[src/rtl/bfilt_pkg.sv]
package bfilt_pkg;

  // Register word map of the filter identity
  typedef enum logic [1:0] {
    RA_MAC_LO = 2'd0,
    RA_ID_HI  = 2'd1,
    RA_MSK_LO = 2'd2,
    RA_MSK_HI = 2'd3
  } reg_addr_e;

endpackage

[src/rtl/bfilt_rst_sync.sv]
module bfilt_rst_sync #(
  parameter int STAGES = 2
) (
  input  logic clk,
  input  logic arst_n,
  output logic srst_n
);

  logic [STAGES-1:0] sync_q;
  logic [STAGES-1:0] sync_d;

  always_comb begin
    sync_d = {sync_q[STAGES-2:0], 1'b1};
  end

  always_ff @(posedge clk or negedge arst_n) begin
    if (!arst_n) sync_q <= '0;
    else         sync_q <= sync_d;
  end

  assign srst_n = sync_q[STAGES-1];

endmodule

[src/rtl/bfilt_regfile.sv]
module bfilt_regfile
  import bfilt_pkg::*;
#(
  parameter int DW = 32,
  parameter int AW = 48
) (
  input  logic          clk,
  input  logic          rst_n,
  input  logic          we,
  input  logic [1:0]    addr,
  input  logic [DW/8-1:0] be,
  input  logic [DW-1:0] wdata,
  output logic [DW-1:0] rdata,
  output logic [AW-1:0] mac_o,
  output logic [AW-1:0] mask_o
);

  localparam int NB   = DW / 8;
  localparam int HI_W = AW - DW;
  localparam int HIB  = HI_W / 8;

  logic [DW-1:0]   maclo_q, maclo_d;
  logic [DW-1:0]   idhi_q,  idhi_d;
  logic [DW-1:0]   msklo_q, msklo_d;
  logic [HI_W-1:0] mskhi_q, mskhi_d;
  logic            maclo_en, idhi_en, msklo_en, mskhi_en;
  logic [NB-1:0]   lane_wr;

  // Per-lane write qualifiers
  for (genvar b = 0; b < NB; b++) begin : g_lane
    assign lane_wr[b] = we & be[b];
  end

  // Clock enables
  always_comb begin
    maclo_en = (|lane_wr) && (addr == RA_MAC_LO);
    idhi_en  = (|lane_wr) && (addr == RA_ID_HI);
    msklo_en = (|lane_wr) && (addr == RA_MSK_LO);
    mskhi_en = (|lane_wr[HIB-1:0]) && (addr == RA_MSK_HI);
  end

  // Next-state: byte-lane merge with the held value
  always_comb begin
    maclo_d = maclo_q;
    idhi_d  = idhi_q;
    msklo_d = msklo_q;
    mskhi_d = mskhi_q;
    for (int b = 0; b < NB; b++) begin
      if (lane_wr[b]) begin
        maclo_d[8*b +: 8] = wdata[8*b +: 8];
        idhi_d[8*b +: 8]  = wdata[8*b +: 8];
        msklo_d[8*b +: 8] = wdata[8*b +: 8];
      end
    end
    for (int b = 0; b < HIB; b++) begin
      if (lane_wr[b]) mskhi_d[8*b +: 8] = wdata[8*b +: 8];
    end
  end

  always_ff @(posedge clk or negedge rst_n) begin
    if (!rst_n) begin
      maclo_q <= '0;
      idhi_q  <= '0;
      msklo_q <= '0;
      mskhi_q <= '0;
    end else begin
      if (maclo_en) maclo_q <= maclo_d;
      if (idhi_en)  idhi_q  <= idhi_d;
      if (msklo_en) msklo_q <= msklo_d;
      if (mskhi_en) mskhi_q <= mskhi_d;
    end
  end

  // Read mux
  always_comb begin
    unique case (addr)
      RA_MAC_LO: rdata = maclo_q;
      RA_ID_HI:  rdata = idhi_q;
      RA_MSK_LO: rdata = msklo_q;
      default:   rdata = {{(DW-HI_W){1'b0}}, mskhi_q};
    endcase
  end

  assign mac_o  = {idhi_q[HI_W-1:0], maclo_q};
  assign mask_o = {mskhi_q, msklo_q};

  // a write confined to the low lanes of the upper-ID word keeps the auxiliary field
  p_aux_kept_r4: assert property (@(posedge clk) disable iff (!rst_n)
    (we && addr == RA_ID_HI && be[NB-1:HIB] == '0) |=> $stable(idhi_q[DW-1:HI_W]));

  // unused upper bits of the upper mask word always read as zero
  p_mskhi_top_zero_r5: assert property (@(posedge clk) disable iff (!rst_n)
    (addr == RA_MSK_HI) |-> (rdata[DW-1:HI_W] == '0));

endmodule

[src/rtl/bfilt_match.sv]
module bfilt_match #(
  parameter int AW = 48
) (
  input  logic [AW-1:0] bssid,
  input  logic [AW-1:0] mac,
  input  logic [AW-1:0] mask,
  output logic          hit
);

  logic [AW-1:0] bit_ok;

  // A position passes when it is not selected or the two addresses agree there
  for (genvar i = 0; i < AW; i++) begin : g_bit
    assign bit_ok[i] = ~mask[i] | ~(bssid[i] ^ mac[i]);
  end

  assign hit = &bit_ok;

endmodule

[src/rtl/bss_mask_filter.sv]
module bss_mask_filter #(
  parameter int DW = 32,
  parameter int AW = 48
) (
  input  logic          clk,
  input  logic          rst_n,
  input  logic          reg_we,
  input  logic [1:0]    reg_addr,
  input  logic [3:0]    reg_be,
  input  logic [31:0]   reg_wdata,
  output logic [31:0]   reg_rdata,
  input  logic          frm_valid,
  input  logic [47:0]   frm_bssid,
  output logic          dec_valid,
  output logic          dec_accept
);

  logic          srst_n;
  logic [AW-1:0] mac_w, mask_w;
  logic          hit_w;
  logic          dv_q, dv_d, da_q, da_d;

  bfilt_rst_sync #(.STAGES(2)) u_rst (
    .clk    (clk),
    .arst_n (rst_n),
    .srst_n (srst_n)
  );

  bfilt_regfile #(.DW(DW), .AW(AW)) u_regs (
    .clk    (clk),
    .rst_n  (srst_n),
    .we     (reg_we),
    .addr   (reg_addr),
    .be     (reg_be),
    .wdata  (reg_wdata),
    .rdata  (reg_rdata),
    .mac_o  (mac_w),
    .mask_o (mask_w)
  );

  bfilt_match #(.AW(AW)) u_match (
    .bssid (frm_bssid),
    .mac   (mac_w),
    .mask  (mask_w),
    .hit   (hit_w)
  );

  // Next-state of the decision stage; uses identity held before this edge
  always_comb begin
    dv_d = frm_valid;
    da_d = frm_valid & hit_w;
  end

  always_ff @(posedge clk or negedge srst_n) begin
    if (!srst_n) begin
      dv_q <= 1'b0;
      da_q <= 1'b0;
    end else begin
      dv_q <= dv_d;
      da_q <= da_d;
    end
  end

  assign dec_valid  = dv_q;
  assign dec_accept = da_q;

  // an accept is always qualified by the decision strobe
  p_accept_qualified_r2: assert property (@(posedge clk) disable iff (!srst_n)
    dec_accept |-> dec_valid);

  // every sampled strobe yields a decision on the next cycle
  p_strobe_answered_r2: assert property (@(posedge clk) disable iff (!srst_n)
    frm_valid |=> dec_valid);

  // a full mask demands equality on every bit
  p_full_mask_exact_r6: assert property (@(posedge clk) disable iff (!srst_n)
    (frm_valid && mask_w == '1) |=> (dec_accept == $past(frm_bssid == mac_w)));

  // an empty mask lets every frame through
  p_empty_mask_open_r8: assert property (@(posedge clk) disable iff (!srst_n)
    (frm_valid && mask_w == '0) |=> dec_accept);

endmodule

[config.mk]
export PLATFORM = sky130hd
export DESIGN_NAME = bss_mask_filter
export DESIGN_NICKNAME = d
export VERILOG_FILES = /design/src/rtl/bfilt_pkg.sv /design/src/rtl/bfilt_rst_sync.sv /design/src/rtl/bfilt_regfile.sv /design/src/rtl/bfilt_match.sv /design/src/rtl/bss_mask_filter.sv
export SDC_FILE = /design/constraint.sdc
export NUM_CORES = 1
export LEC_CHECK = 0
export BUFFER_PORTS_ARGS = -buffer_cell sky130_fd_sc_hd__buf_2
export CORE_MARGIN = 2
export CORE_UTILIZATION = 55
export CTS_CLUSTER_SIZE = 16
export DETAILED_ROUTE_END_ITERATION = 8
export GPL_ROUTABILITY_DRIVEN = 0
export PLACE_DENSITY = 0.8
export SYNTH_ARGS = -nofsm -noshare
export SYNTH_HDL_FRONTEND = slang
export SYNTH_HIERARCHICAL = 1
export SYNTH_SLANG_ARGS = --single-unit
[constraint.sdc]
create_clock -name clk -period 4.6 [get_ports clk]
set_input_delay 0.23 -clock clk [delete_from_list [all_inputs] [get_ports clk]]
set_output_delay 0.23 -clock clk [all_outputs]
set_load 0.02 [all_outputs]
==> out/results.txt, run 1 <==
CP top delay family = buffers and inverters
pwr dens = 462 nW/um2
nets = 643
via count = 4020
Worst Hold Class = in2reg
Layout Cells excl Fill = 705
maxcap violations = 0
post-CTS sizing = 0
mean post-synth cell area = 15.0 um2
FF-to-FF setup slack = 2.60 ns
DRC = 0
Area growth syn-to-layout = 23.5%
Syn Inst Count = 406
Post-Route Setup TNS = 0 ns
share of cells above drive strength 1 = 0.533
largest net degree at the start of global routing = 79
die height = 109 um
Rows = 38
Fin Clk Skew = 0.00888 ns
TritonRoute pass-1 iters = 4
P_leak = 3.51 nW
library cells used by synthesis = 26
latest clock arrival within the worst-skew pair = 0.51 ns
Async S/R FF share, synth = 1.00
maximum VDD drop = 0.000230 V
Buffers & Inverters on Critical Path = 3
WL final = 14.5 mm
Top FF cell, synth = dfrtp_1
Tcrit/Tclk final = 0.493
DRT antenna net count = 0
Crit Path Max Fanout = 24
CTS tree = built
total track usage = 0.259
Synth top area share = 0.476
CTS HTree Levels = 4
I/O pin total = 124
Fmax = 0.441 GHz
Clk pin slew, worst setup/hold paths = 0.05 ns
worst-case clock buffer depth = 2
fin util = 0.695
RSZ-0062 raised after global routing = false
CP dominant cell by count = buf_2
initial core utilization = 0.562
Critical Path RT = 4.37 ns
Least-Margin Pin Slew = 1.03 ns
Worst path max stage delay = 0.57 ns
crit start category = input port
sequential share of the synthesized area = 0.476
Rel. slew slack = 0.315
Mapped Area = 6100 um2
Final Slew Violations = 0
Synth area leaders = dfrtp_1 48%, mux2_2 19%, xor2_1 6.9%, mux4_2 5.9%, nand4b_4 3.1%
# diodes = 0
cell taking the most area after synthesis = dfrtp_1
post-synthesis register bit count = 116
drt initial violations = 213
# clock sinks = 116
EDFF count, synth = 0
worst hold slack = 0.0386 ns
Die W = 109 um
routed vias/inst = 5.70
DP Cell Count = 642
die footprint = 11900 um2
total CTS buffers = 17
Clk Tree Root Cell = clkbuf_8
status = finished clean
Arr. time, crit path = 2.04 ns
Pwr Total = 3.48 mW
Port Buffers = 123
Setup CP Type = in2out
Final min period = 2.27 ns
final hold vios = 0
final-report setup violation count = 0
wire per inst = 20.5 um
crit path cell chain = buf_2 > buf_4 > mux4_2 > buf_2
Remaining Overflow, GRT = 0
antenna violations before repair = 0
Worst path slowest cell = mux4_2
crit end category = primary output
first-pass GRT wire length = 22.7 mm
YS warnings = 6
core area = 10800 um2
vias in the first global route = 4186
syn_nets = 496
hpwl dp = 10.2 mm
==> cell usage in the layout (no fill, tap or decap), types with 6 or more instances in the layout <==
| master | synthesis | routed |
|---|---|---|
| buf_4 | 22 | 6 |
| o2bb2ai_1 | 16 | 16 |
| xor2_1 | 48 | 48 |
| nand4_1 | 6 | 6 |
| mux2_4 | 8 | 8 |
| mux2_2 | 104 | 104 |
| a22oi_1 | 24 | 24 |
| dlygate4sd3_1 | 0 | 32 |
| clkbuf_16 | 0 | 16 |
| dfrtp_1 | 116 | 115 |
| buf_2 | 1 | 123 |
| nand4b_4 | 8 | 8 |
| clkinv_2 | 0 | 9 |
| mux4_2 | 16 | 16 |
| mux2i_1 | 16 | 16 |
==> worst reg2reg max path: stages (launching register included) <==
cell and delay (ns):
dfrtp_1 0.40, xor2_1 0.18, a22oi_1 0.32, nand4_1 0.16
or4_1 0.56, nor3_2 0.18, and2_1 0.14
==> registers in the layout, indices dropped and copies added, names as in the netlist <==
register	count
u_rst/sync_q	2
u_regs/msklo_q	32
dec_accept	1
dec_valid	1
u_regs/mskhi_q	16
u_regs/maclo_q	32
u_regs/idhi_q	32
==> per-stage QoR <==
stage	worst slack [ns]	instance area, um2
final	2.33	7530
after global routing	2.22	7530
after CTS	2.32	7530
after detailed placement	2.26	6660
after global placement	2.37	6660
after floorplan	1.13	6100
==> area by class of cell <==
type | instances | area [um2]
Clock buffer | 19 | 442
Clock inverter | 12 | 113
Fill cell | 761 | 3310
Multi-Input combinational cell | 257 | 2910
Sequential cell | 116 | 2910
Tap cell | 140 | 175
Timing Repair Buffer | 161 | 981
==> cells by family (layout without fill, tap and decap cells) <==
group	Yosys count	count (layout)	share of synthesized area
and+or+nand+nor	24	24	0.0587
xor gates and xnor gates	48	48	0.0690
muxes	144	144	0.297
DFF	116	116	0.476
AOI/OAI and AO/OA	40	40	0.0525
other	1	1	0.000615
buffers and inverters	33	192	0.0460
==> path summary, 6_finish.rpt <==
kind,from,depth (start not counted),endpoint
worst max-delay path,reg_addr[0],4,reg_rdata[5]
worst min-delay path,reg_wdata[9],2,u_regs/msklo_q[9]
worst max register to register,u_regs/idhi_q[6],6,dec_accept
worst min register to register,u_rst/sync_q[0],0,u_rst/sync_q[1]
max in group asynchronous,u_rst/sync_q[1],1,u_regs/msklo_q[1]
min in group asynchronous,u_rst/sync_q[1],0,u_regs/idhi_q[22]
==> routing by layer <==
layer	up-vias	routed length, um	track usage
met1	2046	6500	0.366
met2	147	6900	0.401
met5	-	0	0
li1	1817	-	-
met3	10	916	0.0622
met4	0	153	0.0814
==> Yosys cell counts, types with 2 or more instances <==
library cell / n
o2bb2ai_1: 16
mux2i_1: 16
dfrtp_1: 116
buf_4: 22
xor2_1: 48
buf_6: 6
nand4_4: 2
nand4b_4: 8
mux2_2: 104
mux4_2: 16
nor4bb_1: 2
a22oi_1: 24
mux2_4: 8
nand4_1: 6
==> report_power, final <==
group	internal, mW	leakage [nW]	total [mW]	switching, mW
Sequential	1.24	1.39	1.45	0.205
Combinational	0.438	1.84	0.810	0.373
Clock	0.785	0.282	1.22	0.439
Total	2.46	3.51	3.48	1.02
==> repair_timing <==
item,4_1_cts,5_1_grt
hold endpoints to repair,100,0
buffers inserted,0,0
hold buffers,32,0
Power figures use the tool's default switching activity.
==> inputs of run 2 (changes only) <==
Settings changed: CORE_UTILIZATION 55 to 50, PLACE_DENSITY 0.8 to 0.77.
Clock period 4.6 ns to 2 ns, I/O delays scaled along.
==> run 2 against run 1 <==
  * Clock-buffer cell count increased by 2
  * Largest power group unchanged
  * Core utilization is 4.4 points lower
  * Cell count up 3.8%
  * Combinational power is 140% higher
  * Power grew 140%
  * Die area up 9.6%
  * Cell area up 3.3%
  * Routed wire length up 2.7%
  * Critical path type is now reg2reg
  * Setup slack lost 2.3 ns
  * Register-to-register slack worse by 2.5 ns
  * Sequential power up 130%
  * First-iteration DRC count is 15% lower
==> out/results.txt, run 2 (synthesis results as in run 1) <==
worst hold slack = 0.206 ns
Tcrit/Tclk final = 0.967
Fin Clk Skew = 0.00383 ns
postcts setup bufs = 0
drt initial violations = 182
Crit Path Max Fanout = 3
routed vias/inst = 5.60
total CTS buffers = 17
Setup CP Type = reg2reg
first-pass GRT wire length = 23.2 mm
status = finished clean
area of the multi-input gates = 2910 um2
Worst path slowest cell = or4_1
crit start category = flop
worst hold endpoint = u_regs/idhi_q[28]
hpwl dp = 11.0 mm
Final Slew Violations = 0
CP top delay family = simple AND/OR/NAND/NOR gates
Seq. cell area = 2910 um2
Rel. slew slack = 0.647
Post-DP Area = 6800 um2
Fmax = 0.517 GHz
final-report setup violation count = 0
worst r2r path cells = 6
crit end category = flop
startpoint of the worst hold path = reg_be[3]
RSZ-0062 raised after global routing = false
biggest regs = u_regs/idhi_q: 32 flops, u_regs/maclo_q: 32 flops, u_regs/msklo_q: 32 flops
DRT antenna net count = 0
# clock sinks = 116
reg-to-reg critical path startpoint = u_regs/idhi_q[6]
P_leak = 3.64 nW
maximum VDD drop = 0.000663 V
Least-Margin Pin Slew = 0.529 ns
hold path cells = 3
Pwr Total = 8.40 mW
worst-case clock buffer depth = 2
CTS HTree Levels = 4
largest net degree at the start of global routing = 41
latest clock arrival within the worst-skew pair = 0.41 ns
DRC = 0
Port Buffers = 123
wire per inst = 20.3 um
final hold vios = 0
vias in the first global route = 4385
die height = 114 um
Rows = 40
most frequent cells in the layout = 123 x buf_2, 115 x dfrtp_1, 104 x mux2_2
Fillers = 907
maxcap violations = 0
Area growth syn-to-layout = 27.6%
Arr. time, crit path = 2.28 ns
final instance area = 7780 um2
post-CTS sizing = 0
Die W = 114 um
Post-CTS Hold Buffers = 35
Worst Hold Class = in2reg
Clk pin slew, worst setup/hold paths = 0.05 ns
Post-Route Setup TNS = 0 ns
FF-to-FF setup slack = 0.07 ns
antenna violations before repair = 1
Clk Tree Root Cell = clkbuf_16
total track usage = 0.238
fin util = 0.651
nets = 661
commonest non-fill, non-tap cell in the layout = buf_2
Critical Path RT = 2.35 ns
share of cells above drive strength 1 = 0.541
crit path cell chain = xor2_1 > a22oi_1 > nand4_1 > or4_1 > nor3_2 > and2_1
core area = 12000 um2
pwr dens = 1080 nW/um2
I/O pin total = 124
initial core utilization = 0.510
Final min period = 1.93 ns
via count = 4100
TritonRoute pass-1 iters = 4
die footprint = 13100 um2
Worst R2R End = dec_accept
Worst path max stage delay = 0.52 ns
WL final = 14.9 mm
Remaining Overflow, GRT = 0
CTS tree = built
Buffers & Inverters on Critical Path = 0
[run 2: changes by cell type in the layout (fill, tap and decap cells not counted)]
cell,before,now
buf_4,6,19
dlygate4sd3_1,32,35
buf_12,0,2
bufinv_16,2,4
clkinv_2,9,7
clkbuf_1,0,1
clkbuf_16,16,17
clkinvlp_4,1,0
diode_2,0,1
[run 2: layout make-up]
type | instances | area share
tap | 147 | 0.0236
clock inverter | 11 | 0.0199
antenna | 1 | 0.000322
sequential | 116 | 0.374
multi-input combinational | 257 | 0.374
timing repair buffer | 179 | 0.148
clock buffer | 21 | 0.0605
[run 2: worst reg2reg max path, delay by kind of cell (launching register included)]
kind | cells | cell delay, ns
AND/OR/NAND/NOR | 4 | 1.00
flip-flops | 1 | 0.40
AO/OA/AOI/OAI | 1 | 0.31
XOR/XNOR | 1 | 0.17
[run 2: how the worst max path moves through the flow]
| stage | startpoint | to | slack (ns) | cells after the start |
|---|---|---|---|---|
| after global placement | u_regs/idhi_q[6] | dec_accept | 0.13 | 6 |
| after global routing | u_regs/idhi_q[6] | dec_accept | 0.03 | 6 |
| after detailed placement | u_regs/idhi_q[6] | dec_accept | 0.06 | 6 |
| final | u_regs/idhi_q[6] | dec_accept | 0.07 | 6 |
| after floorplan | u_rst/sync_q[1] | dec_accept | 0.06 | 0 |
| after CTS | u_regs/idhi_q[6] | dec_accept | 0.07 | 6 |
[run 2: power breakdown]
group          internal [mW]  total [mW]  switching (mW)
logic                   1.03        1.92           0.887
clock network           2.16        3.18            1.02
registers               2.86        3.30           0.444
total                   6.06        8.40            2.35
[run 2: per-stage QoR]
stage	setup WS [ns]	std cells
global route	0.0333	732
detailed placement	0.0623	664
finish	0.0652	732
global placement	0.133	664
floorplan	0.0621	406
CTS	0.0747	731
[run 2: per-layer routing]
| layer | vias to the layer above | part of all wire | wire (um) | GRT usage |
|---|---|---|---|---|
| met4 | 0 | 0.016 | 240 | 0.0837 |
| li1 | 1862 | - | - | - |
| met2 | 131 | 0.49 | 7270 | 0.379 |
| met3 | 18 | 0.050 | 749 | 0.0635 |
| met5 | - | 0 | 0 | 0 |
| met1 | 2089 | 0.44 | 6600 | 0.317 |
==> inputs of run 3 (changes only) <==
Settings changed: BUFFER_PORTS_ARGS -buffer_cell sky130_fd_sc_hd__buf_2 to -buffer_cell sky130_fd_sc_hd__clkbuf_2, SETUP_SLACK_MARGIN set to 0.3.
==> run 3 against run 2 <==
  * Die area did not move
  * Worst hold slack improved by 0.0095 ns
  * Clock-buffer cell count rose by 6
==> out/results.txt, run 3 (synthesis results as in run 1) <==
status = finished clean
crit start category = flop
Worst path slowest cell = or4_1
Port Buffers = 123
drt initial violations = 209
commonest non-fill, non-tap cell in the layout = clkbuf_2
biggest regs = u_regs/idhi_q: 32 flops, u_regs/maclo_q: 32 flops, u_regs/msklo_q: 32 flops
Final min period = 1.72 ns
Fillers = 872
die height = 114 um
Pwr Total = 8.04 mW
Fmax = 0.581 GHz
worst hold slack = 0.215 ns
crit path cell chain = xor2_1 > a22oi_2 > nand4_1 > or4_1 > nor3_2 > and2_1
Least-Margin Pin Slew = 0.609 ns
worst r2r path cells = 6
Worst path max stage delay = 0.50 ns
share of cells above drive strength 1 = 0.547
hold path cells = 3
# clock sinks = 116
CTS HTree Levels = 4
WL final = 15.2 mm
Area growth syn-to-layout = 27.0%
DP Cell Count = 663
dpl ws = 0.192 ns
Post-DP Area = 6810 um2
Rows = 40
final instance area = 7740 um2
most frequent cells in the layout = 123 x clkbuf_2, 115 x dfrtp_1, 104 x mux2_2
maxcap violations = 0
total track usage = 0.248
Worst Hold Class = in2reg
Clk Tree Root Cell = clkbuf_16
via count = 4062
Worst R2R End = dec_accept
die footprint = 13100 um2
Setup CP Type = reg2reg
Fin Clk Skew = 0.00728 ns
Critical Path RT = 2.35 ns
# diodes = 0
DRT antenna net count = 0
TritonRoute pass-1 iters = 4
reg-to-reg critical path startpoint = u_regs/idhi_q[6]
antenna violations before repair = 0
Rel. slew slack = 0.588
final hold vios = 0
latest clock arrival within the worst-skew pair = 0.41 ns
P_leak = 3.62 nW
Remaining Overflow, GRT = 0
CTS tree = built
Die W = 114 um
first-pass GRT wire length = 23.9 mm
Final Slew Violations = 0
FF-to-FF setup slack = 0.28 ns
I/O pin total = 124
Layout Cells excl Fill = 730
worst-case clock buffer depth = 2
wire per inst = 20.8 um
hpwl dp = 11.1 mm
core area = 12000 um2
largest net degree at the start of global routing = 39
Arr. time, crit path = 2.07 ns
startpoint of the worst hold path = reg_be[3]
maximum VDD drop = 0.000652 V
vias in the first global route = 4453
DRC = 0
total CTS buffers = 17
RSZ-0062 raised after global routing = true
Clk pin slew, worst setup/hold paths = 0.05 ns
fin util = 0.647
nets = 661
Tcrit/Tclk final = 0.861
Crit Path Max Fanout = 3
Post-Route Setup TNS = 0 ns
initial core utilization = 0.510
worst hold endpoint = u_regs/idhi_q[31]
routed vias/inst = 5.56
final-report setup violation count = 0
crit end category = flop
worst setup margin = 0.278 ns
pwr dens = 1040 nW/um2
==> run 3: cell types whose count changed in the layout (fill, tap and decap cells not counted), sizes merged <==
cell	change
buf	-123
bufinv	-4
clkbuf	+129
clkinv	-3
diode	-1
==> run 3: layer usage <==
layer / up-vias / global-route usage / wire [um]
met2: 143 / 0.393 / 7480
met4: 0 / 0.0764 / 214
met5: - / 0 / 0
li1: 1856 / - / -
met1: 2047 / 0.332 / 6530
met3: 16 / 0.0709 / 921
==> run 3: timing repair <==
action,CTS,global route
hold endpoints to repair,109,0
endpoints found under the setup margin,1,1
setup buffers,0,1
gates cloned,0,0
pin swaps,5,1
resized for setup,5,2
hold buffers,35,0
==> run 3: power by group <==
group | total [mW] | internal [mW] | leakage [nW] | switching [mW]
clock network | 2.76 | 1.76 | 0.273 | 1.00
logic | 1.96 | 1.05 | 1.96 | 0.907
registers | 3.31 | 2.86 | 1.39 | 0.453
total | 8.04 | 5.68 | 3.62 | 2.36
==> run 3: how the worst max path moves through the flow <==
stage | from | endpoint | slack, ns | depth (start not counted)
floorplan | u_regs/idhi_q[3] | dec_accept | 0.30 | 7
global placement | u_regs/idhi_q[6] | dec_accept | 0.23 | 6
detailed placement | u_regs/idhi_q[6] | dec_accept | 0.19 | 6
CTS | u_regs/maclo_q[23] | dec_accept | 0.26 | 6
global route | u_regs/maclo_q[26] | dec_accept | 0.18 | 6
finish | u_regs/idhi_q[6] | dec_accept | 0.28 | 6
==> run 3: layout make-up <==
class                   instances  area, um2  area share
multi-input cells             257       2950       0.381
flip-flops and latches        116       2910       0.375
repair buffers                179       1160       0.150
clock buffers                  27        523      0.0675
well taps                     147        184      0.0238
clock inverters                 4       20.0     0.00259
==> run 3: worst max-delay path: cells and delay by family, from the launching register on <==
kind                      cells  cell delay (ns)
DFF                           1             0.40
and+or+nand+nor               4             0.87
AOI/OAI and AO/OA             1             0.22
xor gates and xnor gates      1             0.17
